<file path="config.mk">
export PLATFORM = sky130hd
export DESIGN_NAME = rsp_ring_writer
export DESIGN_NICKNAME = d
export VERILOG_FILES = /design/src/rtl/rrw_pkg.sv /design/src/rtl/rrw_fifo.sv /design/src/rtl/rrw_regs.sv /design/src/rtl/rrw_engine.sv /design/src/rtl/rsp_ring_writer.sv
export SDC_FILE = /design/constraint.sdc
export NUM_CORES = 1
export LEC_CHECK = 0
export ABC_AREA = 1
export BUFFER_PORTS_ARGS = -buffer_cell sky130_fd_sc_hd__buf_4
export CAP_MARGIN = 20
export CORE_UTILIZATION = 58
export CTS_CLUSTER_SIZE = 28
export DETAILED_ROUTE_END_ITERATION = 7
export PLACE_DENSITY_LB_ADDON = 0.08
export SYNTH_ARGS = -nofsm -noshare
export SYNTH_HDL_FRONTEND = slang
export SYNTH_SLANG_ARGS = --single-unit
</file>
<file path="constraint.sdc">
create_clock -name clk -period 4.95 [get_ports clk]
set_input_delay 0.99 -clock clk [delete_from_list [all_inputs] [get_ports clk]]
set_output_delay 0.99 -clock clk [all_outputs]
set_load 0.005 [all_outputs]
</file>
<file path="src/rtl/rrw_pkg.sv">
package rrw_pkg;

    localparam int PAYLOAD_W = 32;
    localparam int CAD_W     = 4;
    localparam int UNSOL_BIT = 4;

    // register offsets
    localparam logic [2:0] RG_BASE_LO = 3'd0;
    localparam logic [2:0] RG_BASE_HI = 3'd1;
    localparam logic [2:0] RG_CTRL    = 3'd2;
    localparam logic [2:0] RG_STAT    = 3'd3;
    localparam logic [2:0] RG_WPTR    = 3'd4;

    localparam int WPTR_FORCE_BIT = 15;

    typedef struct packed {
        logic [PAYLOAD_W-1:0] payload;
        logic [CAD_W-1:0]     cad;
        logic                 unsol;
    } rrw_rsp_t;

    typedef enum logic [2:0] {
        ST_IDLE,
        ST_ISSUE_LO,
        ST_WAIT_LO,
        ST_ISSUE_HI,
        ST_WAIT_HI,
        ST_COMMIT
    } rrw_state_e;

endpackage

</file>
<file path="src/rtl/rrw_fifo.sv">
module rrw_fifo #(
    parameter int WIDTH = 37,
    parameter int DEPTH = 4
) (
    input  logic             clk,
    input  logic             rst_n,
    input  logic             push,
    input  logic [WIDTH-1:0] push_data,
    input  logic             pop,
    output logic [WIDTH-1:0] pop_data,
    output logic             empty,
    output logic             full
);
    localparam int PTR_W = (DEPTH > 1) ? $clog2(DEPTH) : 1;
    localparam int CNT_W = $clog2(DEPTH + 1);

    logic [WIDTH-1:0] store_q [DEPTH];
    logic [PTR_W-1:0] wr_ptr_q, rd_ptr_q;
    logic [CNT_W-1:0] count_q;
    logic             do_push, do_pop;

    assign full     = (count_q == CNT_W'(DEPTH));
    assign empty    = (count_q == '0);
    assign do_push  = push && !full;
    assign do_pop   = pop && !empty;
    assign pop_data = store_q[rd_ptr_q];

    function automatic logic [PTR_W-1:0] bump(input logic [PTR_W-1:0] p);
        return (p == PTR_W'(DEPTH - 1)) ? '0 : p + 1'b1;
    endfunction

    always_ff @(posedge clk) begin
        if (do_push) begin
            store_q[wr_ptr_q] <= push_data;
        end
    end

    always_ff @(posedge clk or negedge rst_n) begin
        if (!rst_n) begin
            wr_ptr_q <= '0;
            rd_ptr_q <= '0;
            count_q  <= '0;
        end else begin
            if (do_push) wr_ptr_q <= bump(wr_ptr_q);
            if (do_pop)  rd_ptr_q <= bump(rd_ptr_q);
            unique case ({do_push, do_pop})
                2'b10:   count_q <= count_q + 1'b1;
                2'b01:   count_q <= count_q - 1'b1;
                default: count_q <= count_q;
            endcase
        end
    end

endmodule

</file>
<file path="src/rtl/rrw_regs.sv">
module rrw_regs #(
    parameter int ADDR_W = 64,
    parameter int DATA_W = 32,
    parameter int WP_W   = 8,
    parameter int REG_AW = 3
) (
    input  logic              clk,
    input  logic              rst_n,
    input  logic              reg_wr_en,
    input  logic [REG_AW-1:0] reg_addr,
    input  logic [DATA_W-1:0] reg_wdata,
    output logic [DATA_W-1:0] reg_rdata,
    input  logic [WP_W-1:0]   wp_now,
    input  logic              drop_evt,
    input  logic              mem_fail_evt,
    output logic [ADDR_W-1:0] ring_base,
    output logic              ovr_ie,
    output logic              ovr_stat,
    output logic              wp_force,
    output logic              irq
);
    import rrw_pkg::*;

    logic [DATA_W-1:0] base_lo_q, base_hi_q;
    logic              ie_q, stat_q;
    logic              wr_lo, wr_hi, wr_ctrl, wr_stat, wr_wptr;
    logic              clr_req, set_req;

    assign wr_lo   = reg_wr_en && (reg_addr == REG_AW'(RG_BASE_LO));
    assign wr_hi   = reg_wr_en && (reg_addr == REG_AW'(RG_BASE_HI));
    assign wr_ctrl = reg_wr_en && (reg_addr == REG_AW'(RG_CTRL));
    assign wr_stat = reg_wr_en && (reg_addr == REG_AW'(RG_STAT));
    assign wr_wptr = reg_wr_en && (reg_addr == REG_AW'(RG_WPTR));

    assign clr_req  = wr_stat && reg_wdata[0];
    assign set_req  = drop_evt || (mem_fail_evt && ie_q);
    assign wp_force = wr_wptr && reg_wdata[WPTR_FORCE_BIT];

    always_ff @(posedge clk or negedge rst_n) begin
        if (!rst_n) begin
            base_lo_q <= '0;
            base_hi_q <= '0;
            ie_q      <= 1'b0;
            stat_q    <= 1'b0;
        end else begin
            if (wr_lo)   base_lo_q <= reg_wdata;
            if (wr_hi)   base_hi_q <= reg_wdata;
            if (wr_ctrl) ie_q      <= reg_wdata[0];
            // a new event in the clearing cycle wins
            stat_q <= set_req || (stat_q && !clr_req);
        end
    end

    assign ring_base = ADDR_W'({base_hi_q, base_lo_q});
    assign ovr_ie    = ie_q;
    assign ovr_stat  = stat_q;
    assign irq       = stat_q && ie_q;

    always_comb begin
        reg_rdata = '0;
        unique case (reg_addr)
            REG_AW'(RG_BASE_LO): reg_rdata = base_lo_q;
            REG_AW'(RG_BASE_HI): reg_rdata = base_hi_q;
            REG_AW'(RG_CTRL):    reg_rdata[0] = ie_q;
            REG_AW'(RG_STAT):    reg_rdata[0] = stat_q;
            REG_AW'(RG_WPTR):    reg_rdata[WP_W-1:0] = wp_now;
            default:             reg_rdata = '0;
        endcase
    end

endmodule

</file>
<file path="src/rtl/rrw_engine.sv">
module rrw_engine #(
    parameter int ADDR_W = 64,
    parameter int DATA_W = 32,
    parameter int WP_W   = 8
) (
    input  logic               clk,
    input  logic               rst_n,
    input  logic               head_valid,
    input  rrw_pkg::rrw_rsp_t  head,
    output logic               head_pop,
    input  logic [ADDR_W-1:0]  ring_base,
    input  logic               wp_force,
    output logic [WP_W-1:0]    wp_now,
    output logic               mem_req_valid,
    input  logic               mem_req_ready,
    output logic [ADDR_W-1:0]  mem_req_addr,
    output logic [DATA_W-1:0]  mem_req_data,
    input  logic               mem_rsp_valid,
    input  logic               mem_rsp_err,
    output logic               fail_evt
);
    import rrw_pkg::*;

    localparam int ENTRY_SHIFT = 3;
    localparam logic [ADDR_W-1:0] HI_OFFSET = ADDR_W'(4);

    rrw_state_e        state_q, state_nx;
    rrw_rsp_t          cur_q;
    logic [WP_W-1:0]   wp_q, slot_q;
    logic              err_q;
    logic [ADDR_W-1:0] slot_addr;
    logic [DATA_W-1:0] ext_word;

    // state register
    always_ff @(posedge clk or negedge rst_n) begin
        if (!rst_n) state_q <= ST_IDLE;
        else        state_q <= state_nx;
    end

    // transitions
    always_comb begin
        state_nx = state_q;
        unique case (state_q)
            ST_IDLE:     if (head_valid)    state_nx = ST_ISSUE_LO;
            ST_ISSUE_LO: if (mem_req_ready) state_nx = ST_WAIT_LO;
            ST_WAIT_LO:  if (mem_rsp_valid) state_nx = ST_ISSUE_HI;
            ST_ISSUE_HI: if (mem_req_ready) state_nx = ST_WAIT_HI;
            ST_WAIT_HI:  if (mem_rsp_valid) state_nx = ST_COMMIT;
            ST_COMMIT:                      state_nx = ST_IDLE;
            default:                        state_nx = ST_IDLE;
        endcase
    end

    // record datapath
    always_ff @(posedge clk or negedge rst_n) begin
        if (!rst_n) begin
            wp_q   <= '1;
            slot_q <= '0;
            cur_q  <= '0;
            err_q  <= 1'b0;
        end else begin
            if (wp_force)                    wp_q <= '1;
            else if (state_q == ST_COMMIT)   wp_q <= slot_q;

            if (state_q == ST_IDLE && head_valid) begin
                cur_q  <= head;
                slot_q <= wp_q + 1'b1;
                err_q  <= 1'b0;
            end else if ((state_q == ST_WAIT_LO || state_q == ST_WAIT_HI)
                         && mem_rsp_valid) begin
                err_q  <= err_q || mem_rsp_err;
            end
        end
    end

    always_comb begin
        ext_word = '0;
        ext_word[CAD_W-1:0] = cur_q.cad;
        ext_word[UNSOL_BIT] = cur_q.unsol;
    end

    assign slot_addr = ring_base + (ADDR_W'(slot_q) << ENTRY_SHIFT);

    // outputs
    always_comb begin
        head_pop      = 1'b0;
        mem_req_valid = 1'b0;
        mem_req_addr  = slot_addr;
        mem_req_data  = cur_q.payload;
        fail_evt      = 1'b0;
        unique case (state_q)
            ST_IDLE:     head_pop = head_valid;
            ST_ISSUE_LO: mem_req_valid = 1'b1;
            ST_ISSUE_HI: begin
                mem_req_valid = 1'b1;
                mem_req_addr  = slot_addr + HI_OFFSET;
                mem_req_data  = ext_word;
            end
            ST_COMMIT:   fail_evt = err_q;
            default:     ;
        endcase
    end

    assign wp_now = wp_q;

endmodule

</file>
<file path="src/rtl/rsp_ring_writer.sv">
module rsp_ring_writer #(
    parameter int ADDR_W     = 64,
    parameter int DATA_W     = 32,
    parameter int CAD_W      = 4,
    parameter int WP_W       = 8,
    parameter int FIFO_DEPTH = 4,
    parameter int REG_AW     = 3
) (
    input  logic              clk,
    input  logic              rst_n,
    input  logic              rsp_valid,
    input  logic [DATA_W-1:0] rsp_payload,
    input  logic [CAD_W-1:0]  rsp_cad,
    input  logic              rsp_unsol,
    input  logic              reg_wr_en,
    input  logic [REG_AW-1:0] reg_addr,
    input  logic [DATA_W-1:0] reg_wdata,
    output logic [DATA_W-1:0] reg_rdata,
    output logic              mem_req_valid,
    input  logic              mem_req_ready,
    output logic [ADDR_W-1:0] mem_req_addr,
    output logic [DATA_W-1:0] mem_req_data,
    input  logic              mem_rsp_valid,
    input  logic              mem_rsp_err,
    output logic              irq
);
    import rrw_pkg::*;

    localparam int ENT_W = $bits(rrw_rsp_t);

    rrw_rsp_t          in_ent, head_ent;
    logic [ENT_W-1:0]  head_bits;
    logic              q_empty, q_full, q_pop;
    logic              drop_evt, fail_evt, wp_force;
    logic              ovr_ie, ovr_stat;
    logic [ADDR_W-1:0] ring_base;
    logic [WP_W-1:0]   wp_now;

    assign in_ent.payload = rsp_payload;
    assign in_ent.cad     = rsp_cad;
    assign in_ent.unsol   = rsp_unsol;
    assign drop_evt       = rsp_valid && q_full;
    assign head_ent       = rrw_rsp_t'(head_bits);

    rrw_fifo #(.WIDTH(ENT_W), .DEPTH(FIFO_DEPTH)) u_fifo (
        .clk       (clk),
        .rst_n     (rst_n),
        .push      (rsp_valid),
        .push_data (in_ent),
        .pop       (q_pop),
        .pop_data  (head_bits),
        .empty     (q_empty),
        .full      (q_full)
    );

    rrw_engine #(.ADDR_W(ADDR_W), .DATA_W(DATA_W), .WP_W(WP_W)) u_engine (
        .clk           (clk),
        .rst_n         (rst_n),
        .head_valid    (!q_empty),
        .head          (head_ent),
        .head_pop      (q_pop),
        .ring_base     (ring_base),
        .wp_force      (wp_force),
        .wp_now        (wp_now),
        .mem_req_valid (mem_req_valid),
        .mem_req_ready (mem_req_ready),
        .mem_req_addr  (mem_req_addr),
        .mem_req_data  (mem_req_data),
        .mem_rsp_valid (mem_rsp_valid),
        .mem_rsp_err   (mem_rsp_err),
        .fail_evt      (fail_evt)
    );

    rrw_regs #(.ADDR_W(ADDR_W), .DATA_W(DATA_W), .WP_W(WP_W), .REG_AW(REG_AW)) u_regs (
        .clk          (clk),
        .rst_n        (rst_n),
        .reg_wr_en    (reg_wr_en),
        .reg_addr     (reg_addr),
        .reg_wdata    (reg_wdata),
        .reg_rdata    (reg_rdata),
        .wp_now       (wp_now),
        .drop_evt     (drop_evt),
        .mem_fail_evt (fail_evt),
        .ring_base    (ring_base),
        .ovr_ie       (ovr_ie),
        .ovr_stat     (ovr_stat),
        .wp_force     (wp_force),
        .irq          (irq)
    );

endmodule

</file>
==> results of run 1 <==
-- cells in the mapped netlist, types with 10 or more instances --
cell	count	area (um2)
nand2_2	34	212.7
nand3_1	145	725.7
nand4_1	49	306.5
xnor2_1	10	87.58
nor2_4	14	157.7
dfrtp_1	122	3053
nor2_2	29	181.4
ha_1	16	200.2
inv_1	271	1017
xor2_1	41	359.1
a21oi_1	12	60.06
o21ai_0	195	975.9
nand3_2	11	110.1
nor3_1	16	80.08
o211ai_1	11	82.58
nor2_1	315	1182
clkbuf_1	56	210.2
nand2_1	601	2256
edfxtp_1	148	4444
o22ai_1	53	331.6
-- flip-flops by register name (all words and copies together) (netlist names) --
signal,count
u_fifo.store_q,148
u_engine.cur_q,37
u_regs.base_hi_q,32
u_regs.base_lo_q,32
u_engine.slot_q,8
u_engine.wp_now,8
u_engine.state_q,3
u_fifo.count_q,3
u_fifo.rd_ptr_q,2
u_fifo.wr_ptr_q,2
u_engine.err_q,1
u_regs.ovr_ie,1
u_regs.ovr_stat,1
-- cell usage in the layout, fill, tap and decap left out, types with 2 or more instances in the layout --
cell	instances
nand2_1	596
nor2_1	299
inv_1	270
buf_4	233
o21ai_0	195
edfxtp_1	148
nand3_1	143
dfrtp_1	121
o22ai_1	53
nand4_1	49
xor2_1	40
nand2_2	38
nor2_2	37
clkbuf_16	28
nor2_4	22
nor3_1	16
ha_1	14
o211ai_1	11
nand3_2	11
a21oi_1	11
xnor2_1	10
clkbuf_1	9
dfstp_2	8
clkinv_1	7
inv_2	7
nand2_4	6
clkinv_2	6
a31oi_1	6
and2_1	4
nand3b_1	4
nand3_4	2
xor2_2	2
ha_2	2
bufinv_16	2
buf_12	2
-- per-stage QoR --
| stage | cells | worst slack (ns) | setup TNS [ns] | cell area (um2) | power [uW] |
|---|---|---|---|---|---|
| after detailed placement | 2748 | 0.4959 | 0 | 18620 | 7416 |
| after floorplan | 2207 | 1.201 | 0 | 16650 | 5783 |
| after CTS | 2800 | 0.003967 | 0 | 19520 | 9669 |
| after global routing | 2809 | -0.05774 | -0.3036 | 19740 | 10380 |
| final | 2809 | 0.1258 | 0 | 19740 | 9945 |
| after global placement | 2748 | 0.5745 | 0 | 18620 | 7186 |
-- final cells by class --
cell class,instances,area [um2]
clock buffers,37,734.5
clock inverters,15,157.7
fillers,2064,8269
inverters,280,1052
multi-input cells,1585,7799
flip-flops and latches,278,7709
well taps,378,473.0
repair buffers,236,1817
-- worst max path at each step --
stage / start / endpoint / slack (ns) / cells past startpoint
floorplan: u_regs.base_lo_q[3]$_DFFE_PN0P_ / mem_req_addr[52] / 1.20 / 19
global placement: u_regs.base_lo_q[3]$_DFFE_PN0P_ / mem_req_addr[35] / 0.57 / 16
detailed placement: u_regs.base_lo_q[3]$_DFFE_PN0P_ / mem_req_addr[61] / 0.50 / 18
CTS: u_regs.base_lo_q[3]$_DFFE_PN0P_ / mem_req_addr[61] / 0.004 / 18
global route: u_engine.slot_q[0]$_DFFE_PN0P_ / mem_req_addr[54] / -0.06 / 19
finish: u_regs.base_lo_q[9]$_DFFE_PN0P_ / mem_req_addr[45] / 0.13 / 17
-- worst max-delay path: cells and delay by family, from the launching register on --
kind                       cells  cell delay [ns]
and+or+nand+nor               13             2.08
DFF                            1             0.41
buffers and inverters          3             0.32
adders and majority gates      1             0.42
-- cell families after synthesis --
group	Yosys count	share of synthesized area [%]
buffers and inverters	345	7.974
AO/OA/AOI/OAI	283	9.237
flip-flops	278	46.29
XOR/XNOR	53	2.878
adder cells (fa/ha/maj)	18	1.443
AND/OR/NAND/NOR	1230	32.17
-- power by group through the flow --
| stage | Sequential [uW] | Combinational [uW] | Clock (uW) |
|---|---|---|---|
| after global placement | 3540 | 3650 | 0 |
| after CTS | 3570 | 4020 | 2080 |
| after detailed placement | 3580 | 3840 | 0 |
| after global routing | 3630 | 4570 | 2170 |
| after floorplan | 3410 | 2370 | 0 |
| final | 3610 | 4230 | 2100 |
-- repair_timing --
item	CTS	global route
pin swaps	0	4
gates cloned	0	1
endpoints found under the setup margin	12	36
buffers inserted	0	6
gates resized for setup	2	29
hold buffers	0	0
-- routing by layer --
metal	up-vias	share of wire, %	global-route usage, %
met5	-	0.028	0
met1	8031	37	56.08
met2	1376	47	71.55
met4	2	5.3	19.80
met3	259	11	7.018
li1	7568	-	-
==> impl_metrics.json, run 1 <==
{
  "status": "finished, final reports clean",
  "cts.sinks": 278,
  "drtIter0Drc": 2410,
  "net-switching-power_uw": 4263,
  "ys.flop_type": "edfxtp_1",
  "ys_seq_elements": 278,
  "synth-seq-area-share_pct": 46.29,
  "critical_path.max_fanout": 7,
  "first_pass_iters": 6,
  "antenna_found_initial": 1,
  "cts_root_buf": "clkbuf_16",
  "worstPathRequired_ns": 3.96,
  "synth_fp_nets": 2304,
  "critPathLaunchType": "flop",
  "cts_tree": "yes",
  "die_height_um": 171.4,
  "synthesis.area_um2": 16650,
  "overflow": 0,
  "max_stage_delay_ns": 0.42,
  "maxSlewHeadroom_pct": 26.63,
  "clk_pin_slew_worst_paths_ns": 0.07,
  "antenna_cells": 0,
  "area_delta_synth_final_pct": 18.58,
  "async_flop_share_pct": 46.76,
  "powerDensity_nw_per_um2": 503.7,
  "synth_edf_count": 148,
  "routed_wl_mm": 63.60,
  "nets": 2506,
  "p_seq_share_pct": 36.3,
  "period_needed_ns": 4.824,
  "dp_hpwl_mm": 44.94,
  "reg2reg_slack_ns": 2.34,
  "fmax_mhz": 207.3,
  "clockPowerShare_pct": 21.1,
  "rows": 61,
  "whs_endpoint": "u_engine.wp_now[1]$_DFFE_PN1P_",
  "vias": 17240,
  "combPwrFrac_pct": 42.6,
  "place.gp.congestion": 1.052,
  "io_pins": 209,
  "timing.final.crit_share_pct": 97.46,
  "syn_inst": 2207,
  "r2r-start": "u_engine.state_q[1]$_DFFE_PN0P_",
  "wl_per_cell_um": 22.64,
  "crit_slowest_cell": "ha_2",
  "hold_class": "flop to flop",
  "ir_drop_mv": 0.5354,
  "final_util_pct": 70.48,
  "drv_cap": 0,
  "fin_skew_ns": 0.03913,
  "drc": 0,
  "crit_path_end_kind": "primary output",
  "core_um2": 28010,
  "reg2reg_depth": 9,
  "cp.arrival_ns": 3.83,
  "setup_viol": 0,
  "crit_path_frequent_cell": "nand2_1",
  "whs_ns": 0.5119,
  "worstSetupPathType": "flop to primary output",
  "hold_depth": 2,
  "cts_buffers": 28,
  "synthDistinctLibCells": 42,
  "switching_share_pct": 42.87,
  "htreeDepth": 1,
  "avgSynthCellArea_um2": 7.543,
  "grt_pass1_wl_mm": 94.59,
  "routed_via_density": 6.136,
  "hold_viol_final": 0,
  "drive_above_1_share_pct": 17.19,
  "maxSlewViolCount": 0,
  "grt_pass1_vias": 16280,
  "p_int_uw": 5681,
  "worstReg2RegEnd": "u_fifo.count_q[2]$_DFFE_PN0P_",
  "p_leak_uw": 0.008807,
  "fp.dieW_um": 171.4,
  "yosysWarnings": 0,
  "cts_buffer_depth": 3,
  "grt_max_degree": 77,
  "start_util_pct": 59.44,
  "worstMarginPinSlew_ns": 1.097,
  "grt_util_all_layers_pct": 43.35,
  "dieArea_um2": 29390,
  "portBuffers": 208,
  "clk_latency_ns": 0.58,
  "hold_path_startpoint": "u_engine.wp_now[1]$_DFFE_PN1P_",
  "path_cells": "ha_2, nand2_1, nor2_2, nand2_2, nand2_8, nand2_1, nand2_1, nand2_1, inv_2, nand2_1, nor2_1, nand3_1, nor2_2, nand3_1, nand2_1, inv_1, buf_4",
  "antenna_left": 0
}
Note: power is estimated with default switching activity, not from simulation.
==> inputs of run 2 (changes only) <==
BUFFER_PORTS_ARGS = default   (was -buffer_cell sky130_fd_sc_hd__buf_4)
DONT_BUFFER_PORTS = 1   (was default)
SETUP_SLACK_MARGIN = 0.3   (was default)
==> impl_metrics.json, run 2 (same netlist as run 1, synthesis figures left out) <==
{
  "hold_viol_final": 0,
  "htreeDepth": 1,
  "tns_ns": 0,
  "period_needed_ns": 4.547,
  "vias": 15540,
  "drc": 0,
  "fin_cells": 2607,
  "cts_root_buf": "clkbuf_16",
  "antenna_found_initial": 0,
  "crit_slowest_cell": "dfrtp_1",
  "final_area_um2": 18510,
  "grt_max_degree": 131,
  "crit_path_end_kind": "primary output",
  "cts_tree": "yes",
  "setup_slack_ns": 0.4029,
  "dpl-instance-area_um2": 17020,
  "drtIter0Drc": 1796,
  "largest_reg_flops": 148,
  "rows": 61,
  "timing.final.crit_share_pct": 91.86,
  "fillCellCount": 2381,
  "cp_top_family": "simple AND/OR/NAND/NOR gates",
  "critPathLaunchType": "flop",
  "overflow": 0,
  "portBuffers": 0,
  "antenna_left": 0,
  "p_leak_uw": 0.007839,
  "wl_per_cell_um": 21.48,
  "grt_pass1_vias": 14560,
  "dp_hpwl_mm": 41.15,
  "critical_path.max_fanout": 7,
  "worstSetupPathType": "flop to primary output",
  "grt_pass1_wl_mm": 82.44,
  "grt_util_all_layers_pct": 37.62,
  "setup_viol": 0,
  "core_um2": 28010,
  "worstMarginPinSlew_ns": 1.095,
  "worstSetupPathDepth": 14,
  "die_height_um": 171.4,
  "maxSlewViolCount": 0,
  "pre_cts_slack_ns": 0.6762,
  "area_delta_synth_final_pct": 11.19,
  "io_pins": 209,
  "hold_class": "input pin to async pin",
  "final_common_cell": "nand2_1",
  "powerDensity_nw_per_um2": 492.2,
  "cts_buffer_depth": 3,
  "ir_drop_mv": 0.5129,
  "dp.cells": 2536,
  "startpoint": "u_regs.base_lo_q[9]$_DFFE_PN0P_",
  "maxSlewHeadroom_pct": 26.41,
  "routed_via_density": 5.960,
  "reg2reg_slack_ns": 2.34,
  "dieArea_um2": 29390,
  "fp.dieW_um": 171.4,
  "worstPathRequired_ns": 3.96,
  "reg2reg_depth": 9,
  "fmax_mhz": 219.9,
  "clk_pin_slew_worst_paths_ns": 0.07,
  "crit_path_frequent_cell": "nand2_1",
  "regMostFlops": "u_fifo.store_q",
  "start_util_pct": 59.44,
  "layout_common_cells": "nand2_1, nor2_1, inv_1, o21ai_0, edfxtp_1",
  "clk_latency_ns": 0.56,
  "drive_above_1_share_pct": 12.38,
  "rsz0062_at_grt": "false",
  "path_cells": "ha_4, nand2_1, nor2_4, nand3_2, nand3_4, nand2_1, nand2_2, nand2_1, nor2_1, nand2_1, nor2_4, nand2_2, nor2_2, xor2_1",
  "max_stage_delay_ns": 0.46,
  "drv_cap": 0,
  "cp.arrival_ns": 3.56,
  "nets": 2305,
  "cts_buffers": 28,
  "fin_skew_ns": 0.03183,
  "critPathBufInv": 0,
  "r2r-start": "u_engine.state_q[1]$_DFFE_PN0P_",
  "status": "finished, final reports clean",
  "top_regs": "u_fifo.store_q x148, u_engine.cur_q x37",
  "cts.sinks": 278,
  "whs_ns": 0.1171,
  "place.gp.congestion": 1.044,
  "routed_wl_mm": 56.00,
  "antenna_cells": 0,
  "crit_end": "mem_req_addr[43]",
  "first_pass_iters": 8,
  "worstReg2RegEnd": "u_fifo.count_q[2]$_DFFE_PN0P_"
}
[run 2: cell count changes in the layout (fill, tap and decap cells not counted), moves of 5 or more]
cell,delta
nand3_1,-6
nand3_2,+5
nand2_2,+15
ha_1,-5
nor2_4,+14
nor2_2,+10
buf_4,-204
nand2_1,-15
nor2_1,-24
[run 2: worst min-delay path by stage]
stage	from	to	slack, ns
floorplan	u_engine.err_q$_DFFE_PN0P_	u_engine.err_q$_DFFE_PN0P_	0.46
global placement	u_engine.wp_now[1]$_DFFE_PN1P_	u_engine.wp_now[1]$_DFFE_PN1P_	0.50
detailed placement	u_regs.base_lo_q[3]$_DFFE_PN0P_	u_regs.base_lo_q[3]$_DFFE_PN0P_	0.50
CTS	rst_n	u_engine.cur_q[23]$_DFFE_PN0P_	0.11
global route	rst_n	u_engine.cur_q[20]$_DFFE_PN0P_	0.1
finish	rst_n	u_engine.cur_q[20]$_DFFE_PN0P_	0.12
[run 2: per-layer routing]
metal | wire, um | global-route usage (%) | share of wire [%]
met3 | 5600 | 6.581 | 10
met1 | 21360 | 48.85 | 38
met2 | 26660 | 62.30 | 48
met5 | 0 | 0 | 0
met4 | 2375 | 15.41 | 4.2
[run 2: worst register-to-register path, stage by stage (launching register included)]
cell	delay, ns
dfrtp_1	0.44
nor2_1	0.20
nand2_1	0.13
nor2_4	0.59
ha_1	0.27
inv_1	0.07
fa_1	0.39
a21oi_1	0.14
o21ai_0	0.11
xor2_1	0.15
[run 2: layout make-up]
class / count / area (um2) / area share, %
multi-input cells: 1587 / 8103 / 43.77
flip-flops and latches: 278 / 7714 / 41.67
inverters: 280 / 1052 / 5.684
clock buffers: 35 / 737.0 / 3.981
well taps: 378 / 473.0 / 2.555
repair buffers: 33 / 297.8 / 1.609
clock inverters: 16 / 135.1 / 0.7300
[run 2: stage by stage]
step,total power [uW],utilization [%]
after floorplan,5783,-
after global placement,6654,60.75
after detailed placement,6790,60.75
after CTS,8822,63.98
after global routing,9637,66.09
final,9111,66.09
[run 2: power breakdown]
group / internal, uW / total, uW / switching (uW)
Sequential: 3110 / 3590 / 477
Clock: 1110 / 1990 / 872
Combinational: 1060 / 3540 / 2470
Total: 5290 / 9110 / 3820
[run 2: timing repair]
action,in CTS,in global routing
resized for setup,7,102
setup endpoints to repair,32,35
pin swaps,1,18
gates cloned,0,3
hold buffers,0,0
setup buffers,0,14
